### config.mk
export PLATFORM = sky130hd
export DESIGN_NAME = sync_rx_top
export DESIGN_NICKNAME = d
export VERILOG_FILES = /design/src/rtl/srx_pkg.sv /design/src/rtl/srx_cmd.sv /design/src/rtl/srx_correlator.sv /design/src/rtl/srx_packer.sv /design/src/rtl/srx_fifo.sv /design/src/rtl/sync_rx_top.sv
export SDC_FILE = /design/constraint.sdc
export NUM_CORES = 1
export LEC_CHECK = 0
export BUFFER_PORTS_ARGS = -buffer_cell sky130_fd_sc_hd__buf_2
export CAP_MARGIN = 10
export CORE_MARGIN = 4
export CORE_UTILIZATION = 50
export DETAILED_ROUTE_END_ITERATION = 7
export PLACE_DENSITY = 0.67
export SYNTH_ARGS = -nofsm -noshare
export SYNTH_HDL_FRONTEND = slang
export SYNTH_SLANG_ARGS = --single-unit
### constraint.sdc
create_clock -name clk_i -period 3.4 [get_ports clk_i]
set_clock_uncertainty 0.15 [all_clocks]
set_input_delay 0.85 -clock clk_i [delete_from_list [all_inputs] [get_ports clk_i]]
set_output_delay 0.85 -clock clk_i [all_outputs]
set_load 0.01 [all_outputs]
### src/rtl/srx_pkg.sv
package srx_pkg;
  localparam int unsigned SYNC_W = 16;
  localparam int unsigned BYTE_W = 8;
  localparam logic [7:0] SYNC_HI = 8'h2D;
  localparam logic [7:0] SYNC_LO_RST = 8'hD4;

  localparam logic [7:0]  OP_SYNC = 8'hCE;
  localparam logic [7:0]  OP_FILL = 8'hCA;
  localparam logic [7:0]  OP_CFG  = 8'h80;
  localparam logic [15:0] OP_READ = 16'hB000;
  localparam int unsigned FILL_BIT = 1;
  localparam int unsigned RDEN_BIT = 6;

  typedef enum logic {ST_SEARCH = 1'b0, ST_FILL = 1'b1} fill_st_e;
endpackage

### src/rtl/srx_cmd.sv
module srx_cmd
  import srx_pkg::*;
(
  input  logic        clk_i,
  input  logic        rst_ni,
  input  logic        cmd_vld_i,
  input  logic [15:0] cmd_i,
  output logic [7:0]  sync_lo_o,
  output logic        fill_en_o,
  output logic        rd_en_o,
  output logic        rd_req_o
);
  always_ff @(posedge clk_i or negedge rst_ni) begin
    if (!rst_ni) begin
      sync_lo_o <= SYNC_LO_RST;
      fill_en_o <= 1'b0;
      rd_en_o   <= 1'b0;
    end else if (cmd_vld_i) begin
      case (cmd_i[15:8])
        OP_SYNC: sync_lo_o <= cmd_i[7:0];
        OP_FILL: fill_en_o <= cmd_i[FILL_BIT];
        OP_CFG:  rd_en_o   <= cmd_i[RDEN_BIT];
        default: ;
      endcase
    end
  end

  assign rd_req_o = cmd_vld_i && (cmd_i == OP_READ);
endmodule

### src/rtl/srx_correlator.sv
module srx_correlator #(
  parameter int unsigned SYNC_W = 16
) (
  input  logic              clk_i,
  input  logic              rst_ni,
  input  logic              bit_vld_i,
  input  logic              bit_i,
  input  logic [SYNC_W-1:0] sync_word_i,
  output logic              match_o
);
  logic [SYNC_W-2:0] hist_q;
  logic [SYNC_W-1:0] win;

  assign win = {hist_q, bit_i};

  always_ff @(posedge clk_i or negedge rst_ni) begin
    if (!rst_ni)        hist_q <= '0;
    else if (bit_vld_i) hist_q <= win[SYNC_W-2:0];
  end

  assign match_o = bit_vld_i && (win == sync_word_i);
endmodule

### src/rtl/srx_packer.sv
module srx_packer
  import srx_pkg::*;
#(
  parameter int unsigned BW = 8
) (
  input  logic          clk_i,
  input  logic          rst_ni,
  input  logic          fill_en_i,
  input  logic          bit_vld_i,
  input  logic          bit_i,
  input  logic          match_i,
  output logic          filling_o,
  output logic          push_o,
  output logic [BW-1:0] push_data_o
);
  localparam int unsigned CW = $clog2(BW);
  localparam logic [CW-1:0] LAST = CW'(BW - 1);

  fill_st_e      st_q;
  logic [CW-1:0] cnt_q;
  logic [BW-2:0] sr_q;

  always_ff @(posedge clk_i or negedge rst_ni) begin
    if (!rst_ni) begin
      st_q  <= ST_SEARCH;
      cnt_q <= '0;
      sr_q  <= '0;
    end else if (!fill_en_i) begin
      st_q  <= ST_SEARCH;
      cnt_q <= '0;
      sr_q  <= '0;
    end else begin
      case (st_q)
        ST_SEARCH: if (match_i) st_q <= ST_FILL;
        ST_FILL: if (bit_vld_i) begin
          sr_q  <= {sr_q[BW-3:0], bit_i};
          cnt_q <= (cnt_q == LAST) ? '0 : cnt_q + 1'b1;
        end
        default: st_q <= ST_SEARCH;
      endcase
    end
  end

  assign filling_o   = (st_q == ST_FILL);
  assign push_o      = filling_o && fill_en_i && bit_vld_i && (cnt_q == LAST);
  assign push_data_o = {sr_q, bit_i};
endmodule

### src/rtl/srx_fifo.sv
module srx_fifo #(
  parameter int unsigned DEPTH = 16,
  parameter int unsigned DW    = 8
) (
  input  logic          clk_i,
  input  logic          rst_ni,
  input  logic          flush_i,
  input  logic          push_i,
  input  logic [DW-1:0] wdata_i,
  input  logic          rd_req_i,
  input  logic          rd_en_i,
  output logic [DW-1:0] rdata_o,
  output logic          rvld_o,
  output logic          avail_o,
  output logic          ovf_o
);
  localparam int unsigned AW = (DEPTH > 1) ? $clog2(DEPTH) : 1;
  localparam int unsigned CW = $clog2(DEPTH + 1);
  localparam logic [AW-1:0] PTR_MAX = AW'(DEPTH - 1);
  localparam logic [CW-1:0] CNT_FULL = CW'(DEPTH);

  logic [DW-1:0] mem_q [DEPTH];
  logic [AW-1:0] wptr_q, rptr_q;
  logic [CW-1:0] cnt_q;
  logic          full, empty, wr, pop;

  function automatic logic [AW-1:0] ptr_nxt(input logic [AW-1:0] p);
    return (p == PTR_MAX) ? '0 : p + 1'b1;
  endfunction

  assign full  = (cnt_q == CNT_FULL);
  assign empty = (cnt_q == '0);
  assign wr    = push_i && !full && !flush_i;
  assign pop   = rd_req_i && rd_en_i && !empty && !flush_i;

  always_ff @(posedge clk_i) begin
    if (wr) mem_q[wptr_q] <= wdata_i;
  end

  always_ff @(posedge clk_i or negedge rst_ni) begin
    if (!rst_ni) begin
      wptr_q <= '0;
      rptr_q <= '0;
      cnt_q  <= '0;
      ovf_o  <= 1'b0;
    end else if (flush_i) begin
      wptr_q <= '0;
      rptr_q <= '0;
      cnt_q  <= '0;
      ovf_o  <= 1'b0;
    end else begin
      if (wr)  wptr_q <= ptr_nxt(wptr_q);
      if (pop) rptr_q <= ptr_nxt(rptr_q);
      if (push_i && full) ovf_o <= 1'b1;
      case ({wr, pop})
        2'b10:   cnt_q <= cnt_q + 1'b1;
        2'b01:   cnt_q <= cnt_q - 1'b1;
        default: ;
      endcase
    end
  end

  always_ff @(posedge clk_i or negedge rst_ni) begin
    if (!rst_ni) begin
      rdata_o <= '0;
      rvld_o  <= 1'b0;
    end else begin
      rvld_o  <= rd_req_i;
      rdata_o <= pop ? mem_q[rptr_q] : '0;
    end
  end

  assign avail_o = !empty;
endmodule

### src/rtl/sync_rx_top.sv
module sync_rx_top
  import srx_pkg::*;
#(
  parameter int unsigned DEPTH = 16
) (
  input  logic        clk_i,
  input  logic        rst_ni,
  input  logic        bit_vld_i,
  input  logic        bit_i,
  input  logic        cmd_vld_i,
  input  logic [15:0] cmd_i,
  output logic        rd_vld_o,
  output logic [7:0]  rd_data_o,
  output logic        avail_o,
  output logic        ovf_o,
  output logic        sync_o
);
  logic [7:0]        sync_lo;
  logic              fill_en, rd_en, rd_req, match, push;
  logic [BYTE_W-1:0] push_data;

  srx_cmd u_cmd (
    .clk_i, .rst_ni, .cmd_vld_i, .cmd_i,
    .sync_lo_o(sync_lo), .fill_en_o(fill_en), .rd_en_o(rd_en), .rd_req_o(rd_req)
  );

  srx_correlator #(.SYNC_W(SYNC_W)) u_corr (
    .clk_i, .rst_ni, .bit_vld_i, .bit_i,
    .sync_word_i({SYNC_HI, sync_lo}), .match_o(match)
  );

  srx_packer #(.BW(BYTE_W)) u_pack (
    .clk_i, .rst_ni, .fill_en_i(fill_en), .bit_vld_i, .bit_i,
    .match_i(match), .filling_o(sync_o), .push_o(push), .push_data_o(push_data)
  );

  srx_fifo #(.DEPTH(DEPTH), .DW(BYTE_W)) u_fifo (
    .clk_i, .rst_ni, .flush_i(!fill_en), .push_i(push), .wdata_i(push_data),
    .rd_req_i(rd_req), .rd_en_i(rd_en), .rdata_o(rd_data_o), .rvld_o(rd_vld_o),
    .avail_o, .ovf_o
  );
endmodule

== Word level (Yosys, flattened, before mapping) ==
Memory sizes are Yosys's and may differ from the RTL's.
Cells that the tools add are included.

* Logic and storage cells: 77
* Input bits: 21
* Register bits: 59
* Output and inout bits: 12
* Bits in writable memories: 128
* Memories: 1

* Equality and inequality tests: 17
* $add $sub $neg: 5
* Reductions and logical operators: 18
* Multiplexer cells: 23

{| class="wikitable"
|+ Memories
! name !! words !! bits a word !! read ports !! clocked after Yosys merged registers in !! wr ports !! RTL line !! text
|-
| u_fifo.mem_q || 16 || 8 || 1 || 0 || 1 || srx_fifo.sv:22 || <nowiki>logic [DW-1:0] mem_q [DEPTH];</nowiki>
|}

{| class="wikitable"
|+ Operators with widths
! operator !! count
|-
| equality test 8 bit (second input constant) || 3
|-
| 2-to-1 mux 4 bit || 6
|-
| 2-to-1 mux 7 bit || 3
|-
| equality test 16 x 14 -> 1 bit || 1
|-
| equality test 16 bit (second input constant) || 1
|-
| 2-to-1 mux 3 bit || 4
|-
| logical AND 1 bit || 11
|-
| one-hot mux 5 bit (2 select lines) || 1
|-
| adder 4 x 1 -> 4 bit (second input constant) || 2
|-
| equality test 4 bit (second input constant) || 2
|-
| 2-to-1 mux 8 bit || 1
|-
| inequality test 2 x 1 -> 1 bit (second input constant) || 4
|-
| AND reduction 2 bit || 4
|-
| 2-to-1 mux 1 bit || 7
|-
| adder 5 x 1 -> 5 bit (second input constant) || 1
|-
| equality test 5 bit (second input constant) || 1
|-
| logical NOT 5 bit || 1
|-
| 2-to-1 mux 5 bit || 1
|-
| subtractor 5 x 1 -> 5 bit (second input constant) || 1
|-
| adder 3 x 1 -> 3 bit (second input constant) || 1
|-
| equality test 3 bit (second input constant) || 1
|-
| inequality test 3 x 1 -> 1 bit (second input constant) || 1
|-
| equality test 2 x 1 -> 1 bit (second input constant) || 1
|-
| equality test 2 bit (second input constant) || 1
|-
| 2 further kinds || 3
|}

== Longest topological paths before layout ==
Gate-level depths: netlist (run 1).

* Word-level depth: 8
* Depth in mapped cells: 14
* Depth with buffers taken out: 13

== Cells and area by module ==
A second synthesis (run 1) with hierarchy kept.

* Cell total of the unflattened synthesis: 461
* Area, all modules: 7872.6 um2

{| class="wikitable"
|+ Modules (own cells, without submodules)
! module !! times used !! cells each !! sequential area each (um2) !! area each (um2)
|-
| srx_fifo || 1 || 320 || 4419.2 || 6092.1
|-
| srx_correlator || 1 || 54 || 375.4 || 735.7
|-
| srx_packer || 1 || 52 || 275.3 || 570.5
|-
| srx_cmd || 1 || 32 || 255.2 || 462.9
|-
| sync_rx_top || 1 || 3 || 0.0 || 11.3
|}

== Worst setup path after synthesis (run 1) ==
OpenSTA, ideal clock, no wires.

* Path type: input to register
* Start point: input port cmd_i[3]
* End point: register u_fifo.cnt_q[4]
* Path slack: -0.460 ns
* Library setup time: 0.126 ns
* Cell stages on the path: 12
* Path buffers: 2
* Arrival: 3.584 ns
* Data required time: 3.124 ns
* Cells stage by stage: or4b_4 or4_4 buf_6 buf_2 nand2b_4 fa_1 nand2b_1 o2bb2ai_1 and2_1 mux2_4 mux2i_1 o22ai_1

* Word-level cells in the longest chain between the ends: 8
* Elaborated cells between the ends (all ways): 10
* Those cells by class: eq/ne (4); mux (2); reduce/logical (4)

{| class="wikitable"
|+ RTL lines
! what !! RTL line !! text
|-
| start: declaration || sync_rx_top.sv:11 || <nowiki>input logic [15:0] cmd_i,</nowiki>
|-
| equality test 16 bit * || srx_cmd.sv:28 || <nowiki>assign rd_req_o = cmd_vld_i && (cmd_i == OP_READ);</nowiki>
|-
| logical AND 1 bit * || srx_cmd.sv:28 ||
|-
| logical AND 1 bit * (3 in a row) || srx_fifo.sv:34 || <nowiki>assign pop = rd_req_i && rd_en_i && !empty && !flush_i;</nowiki>
|-
| equality test 2 x 1 -> 1 bit or equality test 2 bit (tied branches) || srx_fifo.sv:55 || <nowiki>case ({wr, pop})</nowiki>
|-
| one-hot mux 5 bit (2 select lines) || srx_fifo.sv:55 ||
|-
| 2-to-1 mux 5 bit || srx_fifo.sv:46 || <nowiki>end else if (flush_i) begin</nowiki>
|-
| end signal: assignment || srx_fifo.sv:56 || <nowiki>2'b10: cnt_q <= cnt_q + 1'b1;</nowiki>
|-
| end signal: assignment || srx_fifo.sv:57 || <nowiki>2'b01: cnt_q <= cnt_q - 1'b1;</nowiki>
|-
| end: declaration || srx_fifo.sv:24 || <nowiki>logic [CW-1:0] cnt_q;</nowiki>
|}

Every way passes the cells marked *; elsewhere a longest branch is shown, timed or not.
A chain may end at the register's enable or synchronous reset.

== Worst setup path after layout (run 1) ==
* Start point: input port cmd_i[14]
* End point: register u_fifo.cnt_q[4]

The elaborated chain is that of the path after synthesis.

==> run metrics, run 1 <==
status=finished, final reports clean; PortBufs=32; Post-Synthesis Cells=453; die area=17500 um^2; Area Growth Syn to Fin=15.9%; Slowest-stage cell, CP=or4_4; ys async rst share=31.6%; CP peak stage delay=560 ps; Die X-Extent=132 um; CP most frequent cell=nand2b_4; clock slew seen by the registers of the worst setup and hold paths=70 ps; Setup crit start kind=input pin; endpoints failing hold=0; Syn Area/Cell=17.0 um^2; Slew HR=47.8%; pwr/cell area=507 nW/um^2; Worst EP required=3550 ps; Die Ht=132 um; static leakage=3.28 nW; Fillers=1111; fin crit share=96.6%; Avg Vias per Cell=5.59; Worst-Skew Late Latency=430 ps; pre-CTS setup slack=-341 ps; clock tree root buffer cell=clkbuf_16; Area contributors post-synth=edfxtp_1 50%, dfrtp_1 18%, mux4_2 12%; maximum VDD drop=0.364 mV; post-synth top area share=49.8%; number of hold buffers added after CTS=0; most used flip-flop cell after synthesis=edfxtp_1; Crit path max-delay family=simple AND/OR/NAND/NOR gates; aggregate routed wire length=14500 um; clk buf depth=2; DRC Markers=0; Post-CTS Resized=0; Num CTS Buffers=17; Final Critical Period=3280 ps; largest net degree at the start of global routing=37; post-synthesis sequential area ratio=69.0%; clock sink total=187; Final #Nets=559; CP endpoint kind=flop; vias in the first global route=4335; EDFF count, synth=128; post-DR wirelength/cell=20.0 um; setup ws final=117 ps; # rows=45; IO Count=33; synthesis-stage register bit count=187; layout cell share with drive strength beyond 1=34.4%; crit path cell chain=buf_2 > nor4_4 > nand4_1 > or4_4 > nand2b_4 > fa_2 > nand2b_4 > o2bb2ai_2 > and2_1 > mux2_4 > mux2i_1 > o22ai_1; total grt overflow=0; CP max FO=3; Worst EP arrival=3430 ps; CTS H-Tree Depth=4; Net Count, Synth=485; GRT Overall Usage=17.7%; Slew Viols, Final=0; Crit Path Class=input pin to flop; vias=4070; initial antenna violation count=0; buffer and inverter count on the worst path=1; f_max=305 MHz; cell area after synthesis=7720 um^2; TNS Setup=0 ps; DRT antenna net count=0; Synth area leader=edfxtp_1; routability cong.=0.812; Setup Fix Bufs, Post-CTS=0; Initial DRC Count=255; register area=5330 um^2; max_cap viols=0; unrepaired setup endpoints after global routing=no; CTS tree=done; Setup-failing EPs final=0; worst hold-check path type=input pin to asynchronous set/reset pin; Least-Margin Pin Slew=783 ps; DR pass1 iterations=4; Synth cell types=49; ant diodes=0; first-pass GRT wire length=23500 um; Synthesis Warnings=0; Initial Util=51.0%; HPWL Detailed=9990 um; multi-input logic area=2310 um^2; core area=15100 um^2
[registers in the layout (all words and copies together), names as in the netlist]
| register | cells |
|---|---|
| u_fifo.mem_q | 128 |
| u_corr.hist_q | 15 |
| u_cmd.sync_lo_o | 8 |
| u_fifo.rdata_o | 8 |
| u_pack.sr_q | 7 |
| u_fifo.cnt_q | 5 |
| u_fifo.rptr_q | 4 |
| u_fifo.wptr_q | 4 |
| u_pack.cnt_q | 3 |
| u_cmd.fill_en_o | 1 |
| u_cmd.rd_en_o | 1 |
| u_fifo.ovf_o | 1 |
| u_fifo.rvld_o | 1 |
| u_pack.filling_o | 1 |
[metal layers]
layer | track usage [%] | vias to the layer above | wire (um)
li1 | - | 1884 | -
met1 | 23.4 | 2087 | 6320
met2 | 29.1 | 81 | 7480
met3 | 4.62 | 18 | 542
met4 | 5.31 | 0 | 193
met5 | 0 | - | 0
[through the flow]
step	util (%)	total power, W	hold slack, ps	area, um^2	cells
after CTS	59.0	0.00458	376	8940	727
after floorplan	-	0.00268	321	7760	453
after detailed placement	55.4	0.00276	362	8390	695
after global routing	59.1	0.00470	392	8950	728
final	59.1	0.00454	336	8950	728
after global placement	55.4	0.00275	333	8390	695
[cell usage in the layout (no fill, tap or decap), types with 5 or more instances in the layout]
master,Yosys,final
buf_2,6,32
nand2_1,38,38
inv_1,6,6
mux4_2,40,40
buf_4,0,43
nor2b_1,7,7
dfrtp_1,55,54
ha_1,10,10
xnor2_1,8,8
clkbuf_16,0,17
mux2_2,24,24
edfxtp_1,128,128
mux2i_1,5,5
xor2_1,6,6
clkinv_2,0,5
a21oi_1,17,17
nor2_1,27,27
clkinv_4,0,5
nor3_1,6,6
[power by group]
group	switching, W	internal, W
sequential	0.0000568	0.00249
clock	0.000824	0.00100
combinational	0.0000683	0.0000968
total	0.000949	0.00359
[worst paths after layout]
kind,slack [ps],cells after the start,start,end
min reg2reg,370,2,u_fifo.ovf_o$_DFFE_PN0P_,u_fifo.ovf_o$_DFFE_PN0P_
max in group asynchronous,1980,2,rst_ni,u_pack.filling_o$_DFF_PN0_
min in group clk_i,370,2,u_fifo.ovf_o$_DFFE_PN0P_,u_fifo.ovf_o$_DFFE_PN0P_
max reg2reg,360,12,u_fifo.cnt_q[1]$_DFFE_PN0P_,u_fifo.cnt_q[4]$_DFFE_PN0P_
min,340,1,rst_ni,u_fifo.rdata_o[7]$_DFF_PN0_
max,120,12,cmd_i[14],u_fifo.cnt_q[4]$_DFFE_PN0P_
[synthesized netlist by cell type, drive strengths merged (2+ instances only)]
cell type and count:
nor3 6, nand3 4, nand2 38, and2b 2, or4 2, nand2b 3, clkbuf 13, inv 6
mux2i 5, buf 8, dfstp 4, nor4 3, a21oi 17, ha 10, o22ai 4, o21ai 4
mux2 25, nor4b 2, nor2b 7, a21o 3, dfrtp 55, mux4 40, a31oi 2, xnor2 9
edfxtp 128, and2 3, nand4 3, xor2 6, nor2 27, nor3b 2
[cell type report]
class / instances / share of cell area [%]
tap: 188 / 2.63
sequential: 187 / 59.5
clock buffer: 17 / 4.75
multi-input combinational: 238 / 25.8
clock inverter: 15 / 1.38
timing repair buffer: 76 / 5.62
inverter: 7 / 0.294
[kinds of logic after synthesis]
kind of cell | share of synthesized area, %
buf+inv | 1.56
simple gates | 7.06
compound gates | 2.74
flops | 69.0
xor+xnor | 1.80
mux | 16.0
fa+ha+maj | 1.88
Power figures use the tool's default switching activity.
==> run 2, diff against run 1 <==
- RECOVER_POWER: not set -> 100
==> run 2 against run 1 <==
Compared with the run above: highest routed layer unchanged; flip-flop and latch count is the same; global-route usage unchanged; utilization shrank 0.77 points; hold slack better by 37 ps; final area shrank 1.3%; setup slack worse by 8.5 ps; combinational power barely moved; critical path type unchanged; maximum frequency down 0.26%; register-to-register slack worse by 80 ps; final cell count did not move; the flow now finishes with violations (capacitance limit, slew limit); critical path depth stayed put.
==> run metrics, run 2 (synthesis results as in run 1) <==
Least-Margin Pin Slew=1870 ps; clock tree root buffer cell=clkbuf_16; Design Power=0.00454 W; Initial Util=51.0%; Top Registers=u_fifo.mem_q: 128 flops, u_corr.hist_q: 15 flops; CP endpoint kind=flop; Die X-Extent=132 um; buffer and inverter count on the worst path=1; layout cell share with drive strength beyond 1=27.6%; initial antenna violation count=0; worst hold-check path type=flop to flop; Clock Power Share=40.3%; Worst EP required=3540 ps; Num CTS Buffers=17; Area Growth Syn to Fin=14.4%; Final #Nets=559; Post-CTS Resized=0; register area=5330 um^2; CP peak stage delay=560 ps; Design Area, Final=8830 um^2; Setup crit start kind=input pin; CTS H-Tree Depth=4; Area after DPL=8390 um^2; clk buf depth=2; Avg Vias per Cell=5.64; aggregate routed wire length=14500 um; multi-input logic area=2290 um^2; most frequent cells in the layout=128 x edfxtp_1, 55 x dfrtp_1, 40 x mux4_2; Worst-Skew Late Latency=430 ps; Setup-failing EPs final=0; Int Power=0.00359 W; Final Critical Period=3290 ps; Slew Viols, Final=33; Slowest-stage cell, CP=or4_4; pwr/cell area=514 nW/um^2; DR pass1 iterations=4; CP most frequent cell=nand2b_4; IO Count=33; failing checks=capacitance limit, slew limit; maximum VDD drop=0.357 mV; clock sink total=187; setup ws final=108 ps; CTS tree=done; register name with the most flops=u_fifo.mem_q; Crit Path Class=input pin to flop; static leakage=3.13 nW; crit path cell chain=buf_2 > nor4_4 > nand4_1 > or4_4 > nand2b_4 > fa_2 > nand2b_4 > o2bb2ai_2 > and2_0 > mux2_4 > mux2i_1 > o22ai_1; ant diodes=0; utilization after layout=58.3%; first-pass GRT wire length=23500 um; commonest non-fill, non-tap cell in the layout=edfxtp_1; post-DR wirelength/cell=20.0 um; status=finished, violations left; CP max FO=3; Initial DRC Count=268; Gate power share=3.6%; # rows=45; Die Ht=132 um; die area=17500 um^2; Setup Fix Bufs, Post-CTS=0; DRT antenna net count=0; endpoints failing hold=0; clock slew seen by the registers of the worst setup and hold paths=60 ps; GRT Overall Usage=17.7%; PortBufs=32; Worst EP arrival=3440 ps; max FFs per register=128; f_max=304 MHz; part of the power in registers=56.1%; DRC Markers=0; switching share of power=20.9%; max_cap viols=1; Crit path max-delay family=simple AND/OR/NAND/NOR gates; HPWL Detailed=9990 um; total grt overflow=0; switching power=0.000951 W; vias=4105; number of placed instances, taps included=695; Fillers=1138; Slew HR=-24.8%; Reg2Reg Setup Slack=280 ps; vias in the first global route=4335; core area=15100 um^2; pre-CTS setup slack=-341 ps; fin crit share=96.8%; number of hold buffers added after CTS=0; Post-Layout Cell Count=728; unrepaired setup endpoints after global routing=no; largest net degree at the start of global routing=37; routability cong.=0.812
run 2: cell types whose count changed in the layout (fill, tap and decap cells not counted), sizes merged:
cell	delta
clkbuf	+37
buf	-37
run 2: power groups by stage:
stage                     Sequential [W]  Clock, W  Combinational (W)
after floorplan                  0.00257         0           0.000107
after detailed placement         0.00259         0           0.000168
after global routing             0.00255   0.00197           0.000184
after global placement           0.00259         0           0.000162
after CTS                        0.00255   0.00186           0.000169
final                            0.00255   0.00183           0.000164
run 2: metal layers:
layer,track usage (%),routed length (um)
met5,0,0
met4,5.31,156
met3,4.62,482
met2,29.1,7450
met1,23.4,6440
run 2: tightest hold or removal path: cells and delay by family, from the launching register on:
| kind | cells | cell delay (ps) |
|---|---|---|
| flip-flops | 1 | 360 |
| AND/OR/NAND/NOR | 1 | 80 |
| AO/OA/AOI/OAI | 1 | 50 |
run 2: per-stage QoR:
| step | setup TNS [ps] | hold WS, ps |
|---|---|---|
| 6_report | 0 | 373 |
| 5_1_grt | 0 | 398 |
| 4_1_cts | 0 | 376 |
| 3_5_place_dp | -528 | 362 |
| 3_3_place_gp | -333 | 333 |
| 2_1_floorplan | -499 | 321 |
run 2: final timing paths:
kind                       depth (start not counted)                        start                      endpoint
max                                               12                    cmd_i[14]   u_fifo.cnt_q[4]$_DFFE_PN0P_
min                                                2     u_fifo.ovf_o$_DFFE_PN0P_      u_fifo.ovf_o$_DFFE_PN0P_
max reg2reg                                        8  u_pack.cnt_q[0]$_DFFE_PN0P_  u_fifo.mem_q[1][6]$_DFFE_PP_
min reg2reg                                        2     u_fifo.ovf_o$_DFFE_PN0P_      u_fifo.ovf_o$_DFFE_PN0P_
max in group asynchronous                          2                       rst_ni    u_pack.filling_o$_DFF_PN0_
min in group asynchronous                          1                       rst_ni   u_fifo.rdata_o[7]$_DFF_PN0_
run 2: final cells by class:
type | instances | share of cell area [%]
flip-flops and latches | 187 | 60.3
multi-input cells | 238 | 25.9
clock buffers | 17 | 4.82
inverters | 7 | 0.297
well taps | 188 | 2.66
clock inverters | 15 | 1.40
repair buffers | 76 | 4.59
